<file path="src/rtl/mmu_cfg_regs.sv">
module mmu_cfg_regs #(
  parameter logic [15:0] CARD_ID = 16'h4D31
) (
  input  logic        clk,
  input  logic        rst_n,
  input  logic        wr_en,
  input  logic        rd_en,
  input  logic [7:0]  addr,
  input  logic [7:0]  wdata,
  output logic [7:0]  rdata,
  output logic        rd_hit,
  output logic [79:0] frame_base,
  output logic [3:0]  q_enable,
  output logic        xlat_en,
  output logic        inv_q_pulse,
  output logic [1:0]  inv_q_idx,
  output logic        inv_pg_pulse,
  output logic [11:0] inv_pg_idx
);
  localparam int NQ = 4;
  localparam int BW = 20;

  logic [BW-1:0] base_q [NQ];
  logic [11:0]   pg_stage;

  wire in_slots = (addr[7:4] == 4'h0);
  wire [1:0] q  = addr[3:2];

  for (genvar i = 0; i < NQ; i++) begin : g_out
    assign frame_base[i*BW +: BW] = base_q[i];
  end

  always_ff @(posedge clk) begin
    if (!rst_n) begin
      for (int i = 0; i < NQ; i++) base_q[i] <= '0;
      q_enable     <= '0;
      xlat_en      <= 1'b0;
      pg_stage     <= '0;
      inv_q_pulse  <= 1'b0;
      inv_q_idx    <= '0;
      inv_pg_pulse <= 1'b0;
      inv_pg_idx   <= '0;
    end else begin
      inv_q_pulse  <= 1'b0;
      inv_pg_pulse <= 1'b0;
      if (wr_en) begin
        if (in_slots) begin
          case (addr[1:0])
            2'd0: base_q[q][19:12] <= wdata;
            2'd1: base_q[q][11:4]  <= wdata;
            2'd2: base_q[q][3:0]   <= wdata[7:4];
            default: begin
              q_enable[q] <= wdata[0];
              inv_q_pulse <= 1'b1;
              inv_q_idx   <= q;
            end
          endcase
        end else begin
          case (addr)
            8'h11: pg_stage[11:4] <= wdata;
            8'h12: pg_stage[3:0]  <= wdata[7:4];
            8'h13: begin
              inv_pg_pulse <= 1'b1;
              inv_pg_idx   <= pg_stage;
            end
            8'h15: xlat_en <= wdata[0];
            default: ;
          endcase
        end
      end
    end
  end

  always_comb begin
    rdata  = '0;
    rd_hit = 1'b0;
    if (rd_en) begin
      if (in_slots) begin
        rd_hit = 1'b1;
        case (addr[1:0])
          2'd0:    rdata = base_q[q][19:12];
          2'd1:    rdata = base_q[q][11:4];
          2'd2:    rdata = {base_q[q][3:0], 4'h0};
          default: rdata = {7'd0, q_enable[q]};
        endcase
      end else if (addr == 8'hFE) begin
        rd_hit = 1'b1;
        rdata  = CARD_ID[15:8];
      end else if (addr == 8'hFF) begin
        rd_hit = 1'b1;
        rdata  = CARD_ID[7:0];
      end
    end
  end

  a_r5_q_pulse_cause: assert property (@(posedge clk) disable iff (!rst_n)
    inv_q_pulse |-> $past(wr_en && addr[7:4] == 4'h0 && addr[1:0] == 2'd3));
  a_r7_pg_pulse_cause: assert property (@(posedge clk) disable iff (!rst_n)
    inv_pg_pulse |-> $past(wr_en && addr == 8'h13));
  a_r8_xlat_hold: assert property (@(posedge clk) disable iff (!rst_n)
    !(wr_en && addr == 8'h15) |=> $stable(xlat_en));
  a_r4_enable_hold: assert property (@(posedge clk) disable iff (!rst_n)
    !(wr_en && addr[7:4] == 4'h0 && addr[1:0] == 2'd3) |=> $stable(q_enable));
  a_r10_hit_needs_read: assert property (@(posedge clk) disable iff (!rst_n)
    rd_hit |-> rd_en);
  a_r5_r7_exclusive: assert property (@(posedge clk) disable iff (!rst_n)
    !(inv_q_pulse && inv_pg_pulse));
endmodule

</file>
<file path="config.mk">
export PLATFORM = sky130hd
export DESIGN_NAME = mmu_cfg_regs
export DESIGN_NICKNAME = d
export VERILOG_FILES = /design/src/rtl/mmu_cfg_regs.sv
export SDC_FILE = /design/constraint.sdc
export NUM_CORES = 1
export LEC_CHECK = 0
export BUFFER_PORTS_ARGS = -buffer_cell sky130_fd_sc_hd__buf_2
export CAP_MARGIN = 20
export CORE_UTILIZATION = 33
export CTS_CLUSTER_DIAMETER = 30
export DETAILED_ROUTE_END_ITERATION = 6
export GPL_ROUTABILITY_DRIVEN = 1
export PLACE_DENSITY = 0.55
export SLEW_MARGIN = 20
export SYNTH_ARGS = -nofsm -noshare
export SYNTH_HDL_FRONTEND = slang
export SYNTH_SLANG_ARGS = --single-unit
</file>
<file path="constraint.sdc">
create_clock -name clk -period 2.53 [get_ports clk]
set_clock_uncertainty 0.15 [all_clocks]
set_input_delay 0.506 -clock clk [delete_from_list [all_inputs] [get_ports clk]]
set_output_delay 0.506 -clock clk [all_outputs]
set_load 0.02 [all_outputs]
</file>
==> reports/metrics.yaml <==
layout_common_cells: "125 x buf_2, 80 x edfxtp_1, 70 x and2_1"
crit_chain: "buf_4 -> buf_4 -> mux4_2 -> a21oi_1 -> o22ai_1 -> buf_4"
muxShareOfSynthArea: 0.101
ios: 130
seq_area_um2: 3060
grt_max_degree: 33
rows: 45
insertedDiodeCount: 0
area_growth_syn_to_layout_pct: 33.5
syn_area_per_cell_um2: 12.5
initial_core_util: 0.337
clock-sinks: 113
syn_area_um2: 5100
grt_pass1_vias: 3728
min-delay-path-class: "input pin to register"
cp.required_ns: 1.87
drc: 0
via_per_inst: 5.01
report.final.slew_viol_count: 0
critPathKind: "input pin to output port"
syn-num-nets: 429
synthArstFlopShare: 0
synth_warnings: 0
yosysSeqAreaShare: 0.601
worstRegToRegCells: 2
die_x_um: 126
synth-edff-count: 80
synth_top_family_by_area: "simple AND/OR/NAND/NOR gates"
cp_max_fo: 9
gp_routability_congestion: 0.841
p_total_mw: 4.78
port_buffers: 129
fin_nets: 595
stdcell_area_um2: 6810
ant_nets: 0
hold_viol: 0
synth_compound_area_frac: 0.0665
power_per_cell_area_nw_per_um2: 702
r2r_setup_slack_ns: 1.72
core_um2: 15100
track_usage: 0.196
slowest_delay_ns: 0.50
whs_path_depth: 3
fmax_mhz: 403
max-vdd-ir-drop_v: 0.000430
wl_per_cell_um: 19.6
synth_cells: 409
place_area_um2: 6220
clock_path_buffers: 2
holdBufCountCts: 0
tns_ns: 0
arrival_ns: 1.82
multi_input_area_um2: 1950
fillers: 1413
ys_ff_latch: 113
outcome: "finished clean"
cts_made_buffers: 17
synthSimpleGateAreaFrac: 0.209
cp-start-kind: "input pin"
setup_slack_ns: 0.0507
fp.dieArea_um2: 16000
place_hpwl_um: 11300
crit_path_frequent_cell: "buf_4"
pre_cts_ws_ns: -0.0287
worstHoldStart: "wdata[2]"
synthAdderAreaFrac: 0
final_common_cell: "buf_2"
rr_startpoint: "q_enable[2]"
layout-drive-gt1-share: 0.395
critical-path-slowest-cell: "mux4_2"
firstDrtPassIters: 5
finalSetupViolCount: 0
leakagePower_nw: 2.77
fin_crit_ns: 2.48
htreeDepth: 4
maxCapViolCount: 0
cts_tree: "built"
maxSlewHeadroom: 0.667
clk_latency_ns: 0.42
fin_crit_sh: 0.980
hold-path-endpoint: "pg_stage[6]"
gr-total-overflow: 0
drtIter0Drc: 268
endpoint_kind: "output port"
ys.flop_type: "edfxtp_1"
clk_pin_slew_ns: 0.05
die_h_um: 126
reg2reg_to: "q_enable[2]"
synthXorXnorAreaFrac: 0
routed_wirelength_um: 15200
antenna_found_initial: 0
ys_types: 34
grt_pass1_wl_um: 22300
cts-root-buf: "clkbuf_16"
tightest_slew_ns: 0.497
vias: 3887
grt_setup_unrepaired: "no"
==> timing repair <==
item | 4_1_cts | 5_1_grt
setup buffers | 0 | 1
gates resized for setup | 2 | 8
setup endpoints to repair | 6 | 4
==> worst max-delay path by stage <==
stage / startpoint / endpoint / slack (ns)
2_1_floorplan: addr[2] / base_q[3][10] / -0.02
6_report: addr[2] / rdata[4] / 0.05
4_1_cts: addr[2] / rdata[7] / 0.04
3_5_place_dp: addr[2] / rdata[3] / -0.03
5_1_grt: addr[2] / rdata[4] / 0.001
3_3_place_gp: addr[2] / rdata[2] / -0.02
==> registers in the layout, summed over array words and instances, names as in the netlist <==
name          cells
base_q           80
inv_pg_idx       12
pg_stage         12
q_enable          4
inv_q_idx         2
inv_pg_pulse      1
inv_q_pulse       1
xlat_en           1
==> metrics by stage <==
step	hold slack, ns	util	std cells
after floorplan	0.286	-	409
after global placement	0.302	0.410	743
after detailed placement	0.305	0.410	743
after CTS	0.299	0.447	775
after global routing	0.306	0.449	776
final	0.291	0.449	776
==> logic make-up (layout without fill, tap and decap cells) <==
kind of cell / count (synthesis) / in the layout
compound gates: 58 / 58
mux: 36 / 36
simple gates: 174 / 174
flops: 113 / 113
buf+inv: 28 / 207
==> layout make-up <==
cell class / instances / area share
clock buffer: 19 / 0.0636
clock inverter: 13 / 0.0176
inverter: 2 / 0.00110
multi-input combinational: 268 / 0.286
sequential: 113 / 0.450
tap: 188 / 0.0346
timing repair buffer: 173 / 0.147
==> Yosys cell counts (5+ instances only) <==
master | instances | area share
a21oi_1 | 8 | 0.0079
and2_1 | 70 | 0.086
buf_1 | 5 | 0.0037
buf_2 | 6 | 0.0059
clkbuf_1 | 14 | 0.010
dfxtp_1 | 33 | 0.13
edfxtp_1 | 80 | 0.47
mux2i_1 | 20 | 0.039
mux4_2 | 12 | 0.053
nand2_1 | 26 | 0.019
nand2b_1 | 13 | 0.016
nand3_1 | 28 | 0.027
nand4_1 | 7 | 0.0086
nor2_1 | 10 | 0.0074
nor2b_1 | 5 | 0.0061
o21ai_0 | 30 | 0.029
o22ai_1 | 5 | 0.0061
o31ai_1 | 5 | 0.0074
==> worst max-delay path: cells and delay by family <==
| family | cells | cell delay [ns] |
|---|---|---|
| buf+inv | 3 | 0.51 |
| compound gates | 2 | 0.30 |
| mux | 1 | 0.50 |
==> metal layers <==
metal | wire, µm | track usage | vias up | share of wire
met5 | 0 | 0 | - | 0
met4 | 282 | 0.0829 | 0 | 0.019
met3 | 810 | 0.0506 | 17 | 0.053
met2 | 7330 | 0.306 | 146 | 0.48
met1 | 6770 | 0.259 | 1887 | 0.45
li1 | - | - | 1837 | -
==> power by group <==
part	internal, mW	switching (mW)	total (mW)
Clock	1.42	0.801	2.22
Sequential	2.05	0.0474	2.10
Combinational	0.162	0.298	0.460
No activity file was read; power rests on OpenSTA's default activity.
